**config.mk**
```make
export PLATFORM = sky130hd
export DESIGN_NAME = warp_ctrl
export DESIGN_NICKNAME = d
export VERILOG_FILES = /design/src/rtl/warp_ctrl.sv
export SDC_FILE = /design/constraint.sdc
export NUM_CORES = 1
export LEC_CHECK = 0
export BUFFER_PORTS_ARGS = -buffer_cell sky130_fd_sc_hd__buf_2
export CORE_AREA = 2 2 178 180
export DETAILED_ROUTE_END_ITERATION = 12
export DIE_AREA = 0 0 180 182
export PLACE_DENSITY = 0.64
export SYNTH_ARGS = -nofsm -noshare
export SYNTH_HDL_FRONTEND = slang
export SYNTH_SLANG_ARGS = --single-unit
```
**constraint.sdc**
```tcl
create_clock -name clk -period 4.35 [get_ports clk]
set_clock_uncertainty 0.05 [all_clocks]
set_input_delay 0.435 -clock clk [delete_from_list [all_inputs] [get_ports clk]]
set_output_delay 0.435 -clock clk [all_outputs]
set_load 0.03 [all_outputs]
```
**src/rtl/warp_ctrl.sv**
```systemverilog
module warp_ctrl #(
  parameter int NUM_WARPS = 4,
  parameter int NUM_LANES = 4,
  parameter int XLEN      = 32,
  parameter logic [XLEN-1:0] BOOT_PC = XLEN'('h100),
  localparam int WID = (NUM_WARPS > 1) ? $clog2(NUM_WARPS) : 1,
  localparam int CW  = $clog2(NUM_LANES + 1)
) (
  input  logic                      clk,
  input  logic                      rst_n,
  input  logic                      cmd_valid,
  input  logic [2:0]                cmd_op,
  input  logic [WID-1:0]            cmd_warp,
  input  logic [XLEN-1:0]           cmd_pc,
  input  logic [XLEN-1:0]           src_a,
  input  logic [XLEN-1:0]           src_b,
  output logic [NUM_WARPS-1:0]      warp_spawned,
  output logic [NUM_WARPS-1:0]      warp_user,
  output logic [NUM_WARPS*CW-1:0]   warp_threads,
  output logic [NUM_WARPS*XLEN-1:0] warp_pc,
  output logic                      redirect_valid,
  output logic [XLEN-1:0]           redirect_pc,
  output logic                      link_valid,
  output logic [XLEN-1:0]           link_value,
  output logic                      copy_req,
  output logic [WID-1:0]            copy_warp,
  output logic                      irq_valid,
  output logic [3:0]                irq_cause,
  output logic                      no_free_warp,
  output logic                      thread_err
);

  localparam logic [2:0] OP_SPAWN = 3'd1;
  localparam logic [2:0] OP_JONE  = 3'd2;
  localparam logic [2:0] OP_JLCNT = 3'd3;
  localparam logic [2:0] OP_ECALL = 3'd4;
  localparam logic [2:0] OP_DROP  = 3'd5;

  logic [XLEN-1:0] pc_q  [NUM_WARPS];
  logic [CW-1:0]   thr_q [NUM_WARPS];
  logic [NUM_WARPS-1:0] spawned_q, user_q;

  logic           free_found;
  logic [WID-1:0] free_idx;

  always_comb begin
    free_found = 1'b0;
    free_idx   = '0;
    for (int i = NUM_WARPS - 1; i >= 0; i--) begin
      if (!spawned_q[i]) begin
        free_found = 1'b1;
        free_idx   = WID'(i);
      end
    end
  end

  wire live   = cmd_valid && spawned_q[cmd_warp];
  wire is_usr = user_q[cmd_warp];
  wire cnt_ok = src_b <= XLEN'(NUM_LANES);

  always_ff @(posedge clk) begin
    if (!rst_n) begin
      for (int i = 0; i < NUM_WARPS; i++) begin
        pc_q[i]  <= (i == 0) ? BOOT_PC : '0;
        thr_q[i] <= (i == 0) ? CW'(1) : '0;
      end
      spawned_q      <= NUM_WARPS'(1);
      user_q         <= '0;
      redirect_valid <= 1'b0;
      redirect_pc    <= '0;
      link_valid     <= 1'b0;
      link_value     <= '0;
      copy_req       <= 1'b0;
      copy_warp      <= '0;
      irq_valid      <= 1'b0;
      irq_cause      <= '0;
      no_free_warp   <= 1'b0;
      thread_err     <= 1'b0;
    end else begin
      redirect_valid <= 1'b0;
      link_valid     <= 1'b0;
      copy_req       <= 1'b0;
      irq_valid      <= 1'b0;
      no_free_warp   <= 1'b0;
      thread_err     <= 1'b0;
      if (live) begin
        case (cmd_op)
          OP_SPAWN: begin
            if (free_found) begin
              spawned_q[free_idx] <= 1'b1;
              user_q[free_idx]    <= 1'b1;
              pc_q[free_idx]      <= src_a;
              thr_q[free_idx]     <= CW'(1);
              copy_req            <= 1'b1;
              copy_warp           <= free_idx;
            end else begin
              no_free_warp <= 1'b1;
            end
          end
          OP_JONE: begin
            thr_q[cmd_warp] <= CW'(1);
            pc_q[cmd_warp]  <= src_a;
            redirect_valid  <= 1'b1;
            redirect_pc     <= src_a;
          end
          OP_JLCNT: begin
            if (cnt_ok) begin
              thr_q[cmd_warp] <= src_b[CW-1:0];
              pc_q[cmd_warp]  <= src_a;
              redirect_valid  <= 1'b1;
              redirect_pc     <= src_a;
              link_valid      <= 1'b1;
              link_value      <= cmd_pc;
            end else begin
              thread_err <= 1'b1;
            end
          end
          OP_ECALL: begin
            thr_q[cmd_warp] <= '0;
            irq_valid       <= 1'b1;
            irq_cause       <= 4'd0;
          end
          OP_DROP: begin
            if (is_usr) begin
              irq_valid <= 1'b1;
              irq_cause <= 4'd3;
            end else begin
              user_q[cmd_warp] <= 1'b1;
            end
          end
          default: ;
        endcase
      end
    end
  end

  assign warp_spawned = spawned_q;
  assign warp_user    = user_q;

  for (genvar g = 0; g < NUM_WARPS; g++) begin : g_flat
    assign warp_threads[g*CW +: CW]     = thr_q[g];
    assign warp_pc[g*XLEN +: XLEN]      = pc_q[g];
  end

endmodule

```
==> results of run 1 <==
==> how the worst max path moves through the flow <==
stage,to,slack [ns],cells past startpoint
global route,pc_q[0][2],1.35,6
CTS,pc_q[0][28],1.45,6
floorplan,pc_q[2][0],0.67,7
finish,pc_q[0][26],1.48,6
detailed placement,pc_q[0][25],1.06,7
global placement,pc_q[0][24],1.10,7
==> routing by layer <==
| layer | routed length, µm | GRT usage [%] |
|---|---|---|
| met5 | 0 | 0 |
| met4 | 713 | 5.073 |
| met3 | 2000 | 3.490 |
| met2 | 13640 | 28.44 |
| met1 | 12090 | 21.66 |
==> logic make-up after synthesis <==
group | after synthesis
AO/OA/AOI/OAI | 178
flip-flops | 221
AND/OR/NAND/NOR | 272
multiplexers | 5
other | 1
buffers and inverters | 72
==> cells in the final DEF (no fill, tap or decap), types with 13 or more instances in the layout <==
cell type and n:
edfxtp_1 140, nor2_1 13, clkbuf_16 25, a21boi_0 22, dfxtp_1 81, buf_2 325, and2_1 33, a21boi_1 43
buf_4 13, o21ai_0 73, nand3_1 71, and3_1 97
==> flip-flops by register name, indices dropped and copies added (netlist names), 2 cells and up <==
signal / flops
copy_warp: 2
thr_q: 12
warp_spawned: 4
pc_q: 128
redirect_pc: 32
link_value: 32
warp_user: 4
==> final cells by class <==
cell class / count / area (µm²)
fillers: 3034 / 19070
clock inverters: 16 / 166.4
diodes: 1 / 2.502
inverters: 8 / 30.03
well taps: 402 / 503.0
repair buffers: 339 / 1744
multi-input cells: 457 / 2994
flip-flops and latches: 221 / 5826
clock buffers: 29 / 650.6
==> stage by stage <==
stage               utilization (%)  area, µm²  instances  hold slack, ns
global route                  38.45      11910       1472          0.1142
floorplan                         -       9136        750          0.4635
finish                        38.46      11920       1473          0.1305
detailed placement            35.81      11100       1427          0.4032
global placement              35.81      11100       1427          0.3987
CTS                           38.45      11910       1472         0.09652
==> where the power goes <==
part           switching [mW]  internal, mW
logic                   0.264         0.104
registers              0.0188          2.28
clock network           0.835          1.25
total                    1.12          3.63
==> worst min-delay path, cell delays in order <==
cell and delay (ns):
buf_2 0.09, nand3_1 0.06, a21boi_1 0.06
==> out/results.ini, run 1 <==
[sta]
drv_slew=0
max_freq_mhz=348.9
maxSlewHeadroom_pct=19.80
min_period_over_period_pct=65.89
rsz0062_at_grt=false
hold_viol_final=0
finalWorstSetupSlack_ns=1.484
finalSetupViolCount=0
tightestPinTransition_ns=1.203
tns_ns=0
finalCriticalPeriod_ns=2.866

[floorplan]
die_area_um2=32760
start_util_pct=29.46
io_pins=328
die_w_um=180
die_h_um=182
num_rows=65
core-area_um2=30990

[logic_synthesis]
synth_area_per_cell_um2=12.19
ys_ff_latch=221
synth_top_area_share_pct=46.06
synth.largest_area_cell=edfxtp_1
synthArstFlopShare_pct=0
yosys.cell_types.count=57
synth_cells=749
synth_fa_ha_area_share_pct=0
yosysMostFrequentCell=edfxtp_1
syn-cell-area_um2=9128
yosysWarningCount=0
synth_area_leaders=edfxtp_1 (46%), dfxtp_1 (18%), and3_1 (6.6%)
ys_seq_area_share_pct=63.82
synth_xor_area_share_pct=0
synth-edff-count=140
synth-compound-area-share_pct=13.43
synth_top_flop_cell=edfxtp_1
synthSimpleGateAreaFrac_pct=17.53
synth_mux_area_share_pct=0.7539
synth_top_family_by_area=simple AND/OR/NAND/NOR gates
synthTopCellsByCount=edfxtp_1 (140), and3_1 (97), dfxtp_1 (81)

[clocking]
cts_tree=built
clockRootBuffer=clkbuf_16
clk_latency_ns=0.51
cts_max_path_buffers=3
cts_sinks=221
htree_levels=1
post_cts_resized=0
clk_pin_slew_ns=0.06
numCtsBuffers=25
post_cts_buffers=0
holdBufCountCts=0

[min_path]
holdPathStages=3
holdCritStartpoint=cmd_pc[27]
min_path_type=in -> reg
holdPathEnd=link_value[27]

[final_layout]
fin_nets=1156
drive_above_1_share_pct=38.32
areaGrowthSynthToFinish_pct=30.55

[drt]
drt_iter0_markers=549
wl_per_cell_um=19.31
drc=0
antenna_left=0
vias=7324
dr.pass1.iters=5
avgViaCountPerCell=4.972
drt-total-wl_um=28440

[worst_setup_path]
crit_path_top_delay_cell=o21ai_4
path_buf_inv=1
startpoint=warp_spawned[0]
r2r-start=warp_spawned[0]
start_kind=register
reg2reg_slack_ns=1.48
arrival_ns=3.03
reg2reg_depth=6
max_stage_delay_ns=0.54
endpoint_kind=register
cp_max_fo=35
worstSetupPathType=reg -> reg
required_ns=4.52
r2r_end=pc_q[0][26]
critPathTopFamily=compound AO/OA/AOI/OAI gates
crit_chain=mux2_2 > a22oi_4 > or3_4 > o22a_4 > o21ai_4 > buf_12

[global_route]
grt_remaining_overflow=0
antenna_found_initial=0
grt.total_usage_pct=16.81
grt_first_pass_wirelength_um=43080
grt_pass1_vias=7209
grt_max_degree=65

[pwr]
max-vdd-ir-drop_uv=247.0
powerDensity_nw_per_um2=398.4
power.leakage_nw=5.292
finalPower_mw=4.748

[placed_design]
place_congestion=0.7864
dp_worst_setup_slack_ns=1.065
portBuffers=325
hpwl_um=19970

[run]
drv_cap=0

[outcome]
outcome=finished clean

Power figures use the tool's default switching activity.
==> run 2, diff against run 1 <==
==> constraint.sdc (replaced) <==
create_clock -name clk -period 2.35 [get_ports clk]
set_clock_uncertainty 0.05 [all_clocks]
set_input_delay 0.235 -clock clk [delete_from_list [all_inputs] [get_ports clk]]
set_output_delay 0.235 -clock clk [all_outputs]
set_load 0.03 [all_outputs]
==> run 2 against run 1 <==
Sequential power up 84%. Largest cell class unchanged. Final area up 8.9%. First-iteration DRC count up 14%. Cell count up 6.2%. Critical endpoint is now pc_q[2][9]. Total power up 90%. Flip-flop and latch count unchanged. Die area unchanged. Sequential share of layout area down 3.9 points. Setup slack worse by 1.3 ns. Critical path type is now in -> reg. Critical path depth up 2. Non-clock buffer count up 94.
==> out/results.ini, run 2 (synthesis gave the netlist of run 1 again) <==
[clocking]
numCtsBuffers=24  ; -4.0%
clk_pin_slew_ns=0.06  ; about the same
cts_tree=built
htree_levels=1  ; unchanged
clk_latency_ns=0.52  ; about the same
cts_sinks=221  ; unchanged
cts_max_path_buffers=3  ; unchanged
clockRootBuffer=clkbuf_16

[floorplan]
die_area_um2=32760  ; unchanged
start_util_pct=29.46  ; unchanged
die_w_um=180  ; unchanged
core-area_um2=30990  ; unchanged
die_h_um=182  ; unchanged
io_pins=328  ; unchanged
num_rows=65  ; unchanged

[global_route]
grt_first_pass_wirelength_um=44660  ; +3.7%
grt_util_met2_pct=28.44  ; unchanged
grt_remaining_overflow=0  ; unchanged
grt.busiest_layer=met2
grtUsageMet3_pct=3.971  ; +0.48 points
grt.total_usage_pct=17.18  ; +0.37 points
antenna_found_initial=0  ; unchanged
grt_pass1_vias=7656  ; +6.2%
grt_max_degree=81  ; +25%
grtUsageMet1_pct=22.35  ; +0.69 points

[final_layout]
drive_above_1_share_pct=38.61  ; +0.29 points
layout_common_cells=buf_2 (325), edfxtp_1 (140), and3_1 (97), dfxtp_1 (77), o21ai_0 (72)
top_register=pc_q
nFillCells=2880  ; -5.1%
largest_register_ffs=128  ; unchanged
finish.utilization_pct=41.89  ; +3.4 points
final_area_um2=12980  ; +8.9%
diodes=0  ; -1
layout_commonest_cell=buf_2
reg_top3=pc_q (128), link_value (32), redirect_pc (32)
fin_nets=1249  ; +8.0%
areaGrowthSynthToFinish_pct=42.19

[worst_setup_path]
worstSetupPathType=in -> reg
cp_max_fo=27  ; -23%
endpoint_kind=register
critPathTopFamily=buffers and inverters
crit_chain=dlygate4sd3_1 > buf_2 > nor3b_4 > and2_1 > nand2_2 > o22a_4 > o21ai_4 > buf_12
start_kind=input pin
max_stage_delay_ns=0.53  ; about the same
arrival_ns=2.36  ; -0.67 ns
crit_path_top_delay_cell=dlygate4sd3_1
path_buf_inv=3  ; +2
required_ns=2.51  ; -2.01 ns

[drt]
dr.pass1.iters=5  ; unchanged
wl_per_cell_um=18.42  ; -4.6%
antenna_left=0  ; unchanged
drt-total-wl_um=28820  ; +1.3%
avgViaCountPerCell=4.898  ; -1.5%
drt_iter0_markers=625  ; +14%
drc=0  ; unchanged
vias=7666  ; +4.7%

[sta]
min_period_over_period_pct=93.49
finalSetupViolCount=0  ; unchanged
rsz0062_at_grt=false
max_freq_mhz=455.1
maxSlewHeadroom_pct=44.49  ; +25 points
tns_ns=0  ; unchanged
drv_slew=0  ; unchanged
hold_viol_final=0  ; unchanged
finalCriticalPeriod_ns=2.197
tightestPinTransition_ns=0.8327  ; -0.3703 ns

[outcome]
outcome=finished clean

[placed_design]
place_congestion=0.7907  ; +0.55%
postPlaceCellArea_um2=11530  ; +3.9%
hpwl_um=20120  ; +0.74%
portBuffers=325  ; unchanged

[run]
drv_cap=0  ; unchanged

[min_path]
min_path_type=in -> reg

[pwr]
max-vdd-ir-drop_uv=637.6  ; +160%
finalPower_mw=9.004  ; +90%
powerDensity_nw_per_um2=693.8  ; +74%
power.leakage_nw=5.750  ; +8.7%

run 2: power by group:
part           internal [mW]  leakage, nW  switching [mW]  total, mW
combinational          0.292         3.26           0.523      0.815
sequential              4.21         2.10          0.0315       4.24
clock                   2.38        0.398            1.56       3.95
total                   6.89         5.75            2.12       9.00
run 2: what timing repair did:
action	in CTS	in global routing
endpoints found under the hold margin	64	0
hold buffers	61	0
setup endpoints to repair	0	76
setup buffers	0	0
gates resized for setup	0	4
run 2: routing by layer:
layer	vias up	part of all wire (%)
met5	-	0
li1	3575	-
met1	3670	42
met2	376	47
met3	45	8.3
met4	0	2.6
run 2: cell type report:
cell class	instances	area, µm²	share of cell area (%)
well taps	402	503.0	3.875
clock buffers	28	636.9	4.907
multi-input cells	457	3062	23.59
repair buffers	433	2723	20.98
clock inverters	16	188.9	1.456
flip-flops and latches	221	5836	44.96
inverters	8	30.03	0.2314
run 2: per-stage QoR:
step,hold WS [ns],instances,worst slack [ns]
2_1_floorplan,0.2635,750,-0.3885
3_3_place_gp,0.3928,1460,0.02854
3_5_place_dp,0.3937,1460,-0.01836
4_1_cts,0.0002173,1565,0.04149
5_1_grt,0.002396,1565,0.08678
6_report,0.03056,1565,0.1529
run 2: final timing paths:
check,start,slack [ns],to,cells past startpoint
worst max register to register,warp_spawned[0],0.18,pc_q[3][10],6
worst max-delay path,cmd_op[2],0.15,pc_q[2][9],8
worst min-delay path,src_a[14],0.03,redirect_pc[14],3
worst min register to register,copy_warp[1],0.40,copy_warp[1],2
run 2: worst min-delay path, cell delays in order:
cell,delay [ns]
buf_2,0.14
nand3_1,0.10
a21boi_1,0.06
